### config.mk
export PLATFORM = sky130hd
export DESIGN_NAME = trap_seq_ctrl
export DESIGN_NICKNAME = d
export VERILOG_FILES = /design/src/rtl/trap_seq_pkg.sv /design/src/rtl/trap_seq_arb.sv /design/src/rtl/trap_seq_fsm.sv /design/src/rtl/trap_seq_outreg.sv /design/src/rtl/trap_seq_ctrl.sv
export SDC_FILE = /design/constraint.sdc
export NUM_CORES = 1
export LEC_CHECK = 0
export BUFFER_PORTS_ARGS = -buffer_cell sky130_fd_sc_hd__buf_4
export CAP_MARGIN = 15
export CORE_UTILIZATION = 43
export DETAILED_ROUTE_END_ITERATION = 7
export PLACE_DENSITY_LB_ADDON = 0.2
export SLEW_MARGIN = 20
export SYNTH_ARGS = -nofsm -noshare
export SYNTH_HDL_FRONTEND = slang
export SYNTH_HIERARCHICAL = 1
export SYNTH_SLANG_ARGS = --single-unit
### constraint.sdc
create_clock -name clk -period 2.55 [get_ports clk]
set_input_delay 0.1275 -clock clk [delete_from_list [all_inputs] [get_ports clk]]
set_output_delay 0.1275 -clock clk [all_outputs]
set_load 0.005 [all_outputs]
### src/rtl/trap_seq_pkg.sv
package trap_seq_pkg;
  typedef enum logic [2:0] {
    TS_IDLE   = 3'd0,
    TS_FLUSH  = 3'd1,
    TS_DRAIN  = 3'd2,
    TS_CSR    = 3'd3,
    TS_RESUME = 3'd4
  } trap_state_e;
endpackage

### src/rtl/trap_seq_arb.sv
// Picks the trap to take when the sequencer is idle; exceptions win.
module trap_seq_arb #(
  parameter int CAUSE_W = 5
) (
  input  logic               exc_valid_i,
  input  logic [CAUSE_W-1:0] exc_cause_i,
  input  logic               irq_req_i,
  input  logic               irq_en_i,
  input  logic [CAUSE_W-1:0] irq_cause_i,
  output logic               take_o,
  output logic               take_irq_o,
  output logic [CAUSE_W-1:0] take_cause_o
);
  logic irq_live;

  always_comb begin
    irq_live     = irq_req_i & irq_en_i;
    take_o       = exc_valid_i | irq_live;
    take_irq_o   = ~exc_valid_i & irq_live;
    take_cause_o = exc_valid_i ? exc_cause_i : irq_cause_i;
  end
endmodule

### src/rtl/trap_seq_fsm.sv
// Sequencer state and the latched trap cause / kind.
module trap_seq_fsm
  import trap_seq_pkg::*;
#(
  parameter int CAUSE_W = 5,
  parameter int CNT_W   = 4
) (
  input  logic               clk,
  input  logic               rst,
  input  logic               take_i,
  input  logic               take_irq_i,
  input  logic [CAUSE_W-1:0] take_cause_i,
  input  logic [CNT_W-1:0]   inflight_cnt_i,
  input  logic               post_exc_valid_i,
  input  logic [CAUSE_W-1:0] post_exc_cause_i,
  output trap_state_e        state_n_o,
  output logic [CAUSE_W-1:0] cause_o,
  output logic               is_irq_o
);
  trap_state_e        state_q, state_n;
  logic [CAUSE_W-1:0] cause_q, cause_n;
  logic               irq_q, irq_n;
  logic               drained;
  logic               convert;

  always_comb begin
    drained = (inflight_cnt_i == '0);
    convert = post_exc_valid_i & irq_q;
    state_n = state_q;
    cause_n = cause_q;
    irq_n   = irq_q;
    unique case (state_q)
      TS_IDLE: begin
        if (take_i) begin
          state_n = TS_FLUSH;
          cause_n = take_cause_i;
          irq_n   = take_irq_i;
        end
      end
      TS_FLUSH: state_n = TS_DRAIN;
      TS_DRAIN: begin
        if (convert) begin
          // a draining instruction faulted: take it as an exception instead
          cause_n = post_exc_cause_i;
          irq_n   = 1'b0;
        end else if (drained) begin
          state_n = TS_CSR;
        end
      end
      TS_CSR:    state_n = TS_RESUME;
      TS_RESUME: state_n = TS_IDLE;
      default:   state_n = TS_IDLE;
    endcase
  end

  always_ff @(posedge clk) begin
    if (rst) begin
      state_q <= TS_IDLE;
      cause_q <= '0;
      irq_q   <= 1'b0;
    end else begin
      state_q <= state_n;
      cause_q <= cause_n;
      irq_q   <= irq_n;
    end
  end

  assign state_n_o = state_n;
  assign cause_o   = cause_q;
  assign is_irq_o  = irq_q;
endmodule

### src/rtl/trap_seq_outreg.sv
// Registers the pipeline control strobes from the next state.
module trap_seq_outreg
  import trap_seq_pkg::*;
(
  input  logic        clk,
  input  logic        rst,
  input  trap_state_e state_n_i,
  output logic        flush_o,
  output logic        redirect_o,
  output logic        hold_o,
  output logic        csr_wr_o
);
  always_ff @(posedge clk) begin
    if (rst) begin
      flush_o    <= 1'b0;
      redirect_o <= 1'b0;
      hold_o     <= 1'b0;
      csr_wr_o   <= 1'b0;
    end else begin
      flush_o    <= (state_n_i == TS_FLUSH);
      redirect_o <= (state_n_i == TS_FLUSH);
      hold_o     <= (state_n_i == TS_FLUSH) || (state_n_i == TS_DRAIN) ||
                    (state_n_i == TS_CSR);
      csr_wr_o   <= (state_n_i == TS_CSR);
    end
  end
endmodule

### src/rtl/trap_seq_ctrl.sv
module trap_seq_ctrl
  import trap_seq_pkg::*;
#(
  parameter int              CAUSE_W  = 5,
  parameter int              CNT_W    = 4,
  parameter int              PC_W     = 32,
  parameter logic [PC_W-1:0] TRAP_VEC = 32'h0000_0100
) (
  input  logic               clk,
  input  logic               rst,
  input  logic               exc_valid_i,
  input  logic [CAUSE_W-1:0] exc_cause_i,
  input  logic               irq_req_i,
  input  logic               irq_en_i,
  input  logic [CAUSE_W-1:0] irq_cause_i,
  input  logic [CNT_W-1:0]   inflight_cnt_i,
  input  logic               post_exc_valid_i,
  input  logic [CAUSE_W-1:0] post_exc_cause_i,
  output logic               flush_o,
  output logic               redirect_o,
  output logic [PC_W-1:0]    redirect_pc_o,
  output logic               hold_decode_o,
  output logic               csr_wr_o,
  output logic [CAUSE_W-1:0] trap_cause_o,
  output logic               trap_is_irq_o
);
  logic               take;
  logic               take_irq;
  logic [CAUSE_W-1:0] take_cause;
  trap_state_e        state_n;

  trap_seq_arb #(.CAUSE_W(CAUSE_W)) u_arb (
    .exc_valid_i (exc_valid_i),
    .exc_cause_i (exc_cause_i),
    .irq_req_i   (irq_req_i),
    .irq_en_i    (irq_en_i),
    .irq_cause_i (irq_cause_i),
    .take_o      (take),
    .take_irq_o  (take_irq),
    .take_cause_o(take_cause)
  );

  trap_seq_fsm #(.CAUSE_W(CAUSE_W), .CNT_W(CNT_W)) u_fsm (
    .clk             (clk),
    .rst             (rst),
    .take_i          (take),
    .take_irq_i      (take_irq),
    .take_cause_i    (take_cause),
    .inflight_cnt_i  (inflight_cnt_i),
    .post_exc_valid_i(post_exc_valid_i),
    .post_exc_cause_i(post_exc_cause_i),
    .state_n_o       (state_n),
    .cause_o         (trap_cause_o),
    .is_irq_o        (trap_is_irq_o)
  );

  trap_seq_outreg u_out (
    .clk       (clk),
    .rst       (rst),
    .state_n_i (state_n),
    .flush_o   (flush_o),
    .redirect_o(redirect_o),
    .hold_o    (hold_decode_o),
    .csr_wr_o  (csr_wr_o)
  );

  assign redirect_pc_o = redirect_o ? TRAP_VEC : '0;

  // the flush is a single-cycle pulse
  a_r2_flush_pulse: assert property (@(posedge clk) disable iff (rst)
    flush_o |=> !flush_o);
  // decode is held while the flush is in progress
  a_r3_hold_in_flush: assert property (@(posedge clk) disable iff (rst)
    flush_o |-> hold_decode_o);
  // decode is held during the CSR update and released just after
  a_r3_hold_in_csr: assert property (@(posedge clk) disable iff (rst)
    csr_wr_o |-> hold_decode_o);
  a_r3_release_after_csr: assert property (@(posedge clk) disable iff (rst)
    csr_wr_o |=> !hold_decode_o);
  // CSR update only after the in-flight count was seen at zero
  a_r4_csr_after_drain: assert property (@(posedge clk) disable iff (rst)
    $rose(csr_wr_o) |-> $past(inflight_cnt_i == '0));
  // one CSR strobe per trap
  a_r10_single_csr: assert property (@(posedge clk) disable iff (rst)
    csr_wr_o |=> !csr_wr_o);
endmodule

---- Word level (Yosys, flattened, before mapping) ----
Index checks and enable logic that the tools add are counted.
W data, S select, Z words.
cells by class
  equal/unequal tests ..................... 8
  muxes and demuxes ....................... 12
  bitwise gates (word level) .............. 5
  reduce and logical (&&, ||, !) cells .... 6
operator list
  operator              count
  $mux W5               3
  $eq A3 B2 Y1 const B  4
  $pmux W3 S4           1
  $pmux W5 S2           1
  $mux W3               3
  $mux W9               1
  $eq A3 B1 Y1 const B  2
  $logic_not A4 Y1      1
  $and A1 B1 Y1         3
  $logic_not A3 Y1      1
  $reduce_and A3 Y1     1
  $logic_or A1 B1 Y1    2
  $mux W1               2
  $ne A2 B1 Y1 const B  1
  $ne A2 B2 Y1 const B  1
  $pmux W1 S2           1
  $reduce_bool A2 Y1    1
  $not A1 Y1            1
  $or A1 B1 Y1          1
word-level totals
  flip-flop bits (word level) ............. 12
  input port bits ......................... 25
  output and inout port bits .............. 42
  word-level logic and storage cells ...... 37

---- Depth between registers and ports, before layout ----
  depth in word-level cells ............... 7
  depth in mapped cells ................... 7
  gate-level depth less buffers ........... 6

---- Hierarchy ----
The synthesis kept the hierarchy.
modules (own cells, without submodules)
  module           instances  cells an instance  area each (um^2)  seq. area each (um^2)
  trap_seq_fsm     1          53                 481.7             180.2
  trap_seq_ctrl    1          33                 244.0             0.0
  trap_seq_arb     1          8                  105.1             0.0
  trap_seq_outreg  1          9                  100.1             60.1

---- Worst setup path before layout ----
Ideal clock, no wire load.
  path type ............................... reg-to-reg
  start ................................... register u_fsm.state_q[1]
  end ..................................... register u_fsm.cause_q[1] (netlist: u_fsm/cause_o[1])
  setup time .............................. 0.132 ns
  data arrival time ....................... 1.081 ns
  required time ........................... 2.418 ns
  setup slack ............................. 1.337 ns
  stages on the path, launching flop included .. 5
  buffers on the path ..................... 1
  period minus slack after synthesis ...... 1.213 ns
  cell sequence ........................... dfxtp_1 -> buf_4 -> mux2_2 -> a211oi_1 -> a211oi_1
on the way
  word-level cells in the longest chain between the ends .. 3
  elaborated cells between the ends (all ways) .. 7
  classes of those cells .................. eq/ne (3); mux (1); reduce/logical (3)
ends and longest elaborated chain
  element                                                  RTL line            RTL
  from (decl)                                              trap_seq_fsm.sv:20  trap_state_e state_q, state_n;
  from (signal assigned)                                   trap_seq_fsm.sv:62  state_q <= state_n;
  $eq A3 B2 Y1 / $logic_not A3 Y1 (equally long branches)  trap_seq_fsm.sv:32  unique case (state_q)
  $ne A2 B1 Y1 (no line) (tied with other cells)           n/a
  $reduce_and A3 Y1 (no line)                              n/a
  to (signal assigned)                                     trap_seq_fsm.sv:63  cause_q <= cause_n;
  to (decl)                                                trap_seq_fsm.sv:21  logic [CAUSE_W-1:0] cause_q, cause_n;
Parallel ways exist; a longest one is shown, timed or not.
A chain may end at the register's enable or synchronous reset.

---- Final worst setup path ----
  start ................................... register u_fsm.state_q[1]
  end ..................................... register u_fsm.cause_q[3] (netlist: u_fsm/cause_o[3])
Same word-level chain as after synthesis.

==> run metrics <==
outcome=finished, final reports clean; fillers=203; clock root cell=clkbuf_4; DR vias=690; VDD IR-drop max=between 0.2 and 0.3 mV; Hold Vio Cnt, Final=0; Slowest cell on crit path=dfxtp_1; FP Rows=16; worst clock skew=about 0.0057 ns; post-synth top area share=27.42%; Layout area overhead=16.13%; Clk Latency, worst-skew pair=between 0.2 and 0.3 ns; TritonCTS buffer count=3; Detailed Routing Iterations Pass 1=2; post-CTS setup buffers=0; remaining global-route overflow=0; final setup TNS=0 ns; Final Critical Period=1.452 ns; Critical Path Fanout Max=12; kind of critical path=register to register; P_leak=0.0005312 µW; Post-synth EDFFs=0; io pins=67; predominant post-synthesis flop cell=dfxtp_1; top post-synthesis cells by count=34 x buf_4, 12 x dfxtp_1, 10 x a211oi_1; FF-to-FF path depth=3; Synth Warn #=6; Worst Hold Class=input port to register; Post-CTS Resized=0; Inserted Diodes=0; final setup vio count=0; Synth area leaders=buf_4 27%, dfxtp_1 26%, a211oi_1 8.1%; post-route DRC violation count=0; port buffer count=35; biggest cell delay along the critical path=around 0.62 ns; unrepaired setup endpoints after global routing=no; syn avg cell area=9.038 µm²; post-synthesis sequential area ratio=25.81%; DIE HEIGHT=48.53 µm; WL per Instance=between 9 and 10 µm; Max-cap violations=0; Sinks on Clock Net=12; FFs w/ async S/R, synth=0%; FF+latch count, synth=12; wirelength, routed=1552 µm; initial antenna violation count=0; remaining antenna violation count=0; Synth cell types=28; layout cells sized above 1=38.06%; max-slew violations=0; r2r startpoint=u_fsm/state_q[1]$_SDFF_PP0_; Total GRT Usage=approximately an eighth; final core utilization=54.00%; core region area=approximately 2000 µm²; Mapped Cells=103; Worst Setup SP=u_fsm/state_q[1]$_SDFF_PP0_; first-pass GRT wire length=2359 µm; hold bufs inserted after CTS=0; Tot Pwr=527.8 µW; critical path startpoint category=register; FF-to-FF setup slack=1.10 ns; CP bufs+invs=0; Vias/cell=4.286; Post-layout nets=between 150 and 200; drt first-iter violations=7; starting density of the core=46.50%; Die Wd=48.53 µm; Fin Hold WS=0.1245 ns; CP required=2.73 ns; Worst path top cell family by delay=flip-flops; CTS tree=yes; CTS clk-pin slew, worst paths=0.07 ns; largest net degree at the start of global routing=13; Worst EP arrival=between 1.5 and 2 ns; pwr dens=a little under 500 nW/µm²; Fmax achieved=0.6888 GHz; Critical R2R Capture=u_fsm/cause_o[3]$_SDFFE_PP0P_; endpoint type of the worst setup path=register; Crit. path cell count=3; cell area after synthesis=around 930 µm²; top cell type by total area after synthesis=buf_4; most frequent cell after synthesis=buf_4; design area=approximately 1100 µm²; Post-DP Area=approximately 1100 µm²; Critical Path, Cell by Cell=nand3_2, a21o_4, a211oi_1; Clock Tree Buf Depth=2; HPWL Detailed=around 1300 µm; area of the die=2355 µm²; global placement routability congestion=0.7256; Setup crit end=u_fsm/cause_o[3]$_SDFFE_PP0P_; final worst-path cycle share=56.93%; # H-tree levels=1; vias in the first global route=547
[metal layers]
metal / global-route usage (%) / wire (µm)
met5: 0 / 0
met4: 5.882 / 0
met3: 5.031 / 152
met2: 20.19 / 765
met1: 16.03 / 634
[cell usage in the layout, fill, tap and decap left out, drive strengths merged]
cell type and n:
and2b 1, nor4b 1, nand3 2, nor3 5, mux2 10, xnor2 1, a31oi 1, or2 1
o21ai 1, a211oi 10, clkbuf 3, mux2i 1, a21o 2, buf 35, inv 5, nor2 5
dfxtp 12, nor4 1, nand2 3, a21oi 1, and3b 1, conb 31, nand2b 1
[worst register-to-register path, cell delays in order, from the launching register on]
cell and delay (ns):
dfxtp_1 0.62, nand3_2 0.25, a21o_4 0.29, a211oi_1 0.21
[worst min-delay path by stage]
stage | start | end | slack, ns | depth (start not counted)
2_1_floorplan | rst | u_out/redirect_o$_SDFF_PP0_ | 0.20 | 1
3_3_place_gp | rst | u_fsm/is_irq_o$_SDFFE_PP0P_ | 0.40 | 2
3_5_place_dp | rst | u_fsm/is_irq_o$_SDFFE_PP0P_ | 0.41 | 2
4_1_cts | rst | u_fsm/is_irq_o$_SDFFE_PP0P_ | 0.12 | 2
5_1_grt | rst | u_fsm/is_irq_o$_SDFFE_PP0P_ | 0.11 | 2
6_report | rst | u_fsm/is_irq_o$_SDFFE_PP0P_ | 0.12 | 2
[metrics by stage]
step	setup slack, ns	instances
5_1_grt	0.9705	161
3_5_place_dp	1.109	158
3_3_place_gp	1.155	158
4_1_cts	1.095	161
6_report	1.098	161
2_1_floorplan	1.337	133
[area by class of cell]
class                      instances  area (µm²)  area share, %
tap                               27       33.78          3.125
clock buffer                       3       22.52          2.083
inverter                           5       18.77          1.736
timing repair buffer              35       262.8          24.31
multi-input combinational         79       503.0          46.53
sequential                        12       240.2          22.22
[state kept, by name, indices dropped and copies added (netlist names)]
signal	flops
u_fsm/cause_o	5
u_fsm/is_irq_o	1
u_fsm/state_q	3
u_out/csr_wr_o	1
u_out/hold_o	1
u_out/redirect_o	1
[power by group]
| group | switching [µW] | total [µW] | internal, µW |
|---|---|---|---|
| clock | 57.4 | 112 | 54.6 |
| sequential | 22.4 | 235 | 212 |
| combinational | 75.7 | 181 | 105 |
| total | 156 | 528 | 372 |
[cell families after synthesis]
kind of cell              synth area share (%)
buffers and inverters                    32.26
and+or+nand+nor                          13.04
AOI/OAI and AO/OA                        12.36
DFF                                      25.81
muxes                                    15.19
xor gates and xnor gates                0.9410
other                                   0.4028
Note: power is estimated with default switching activity, not from simulation.
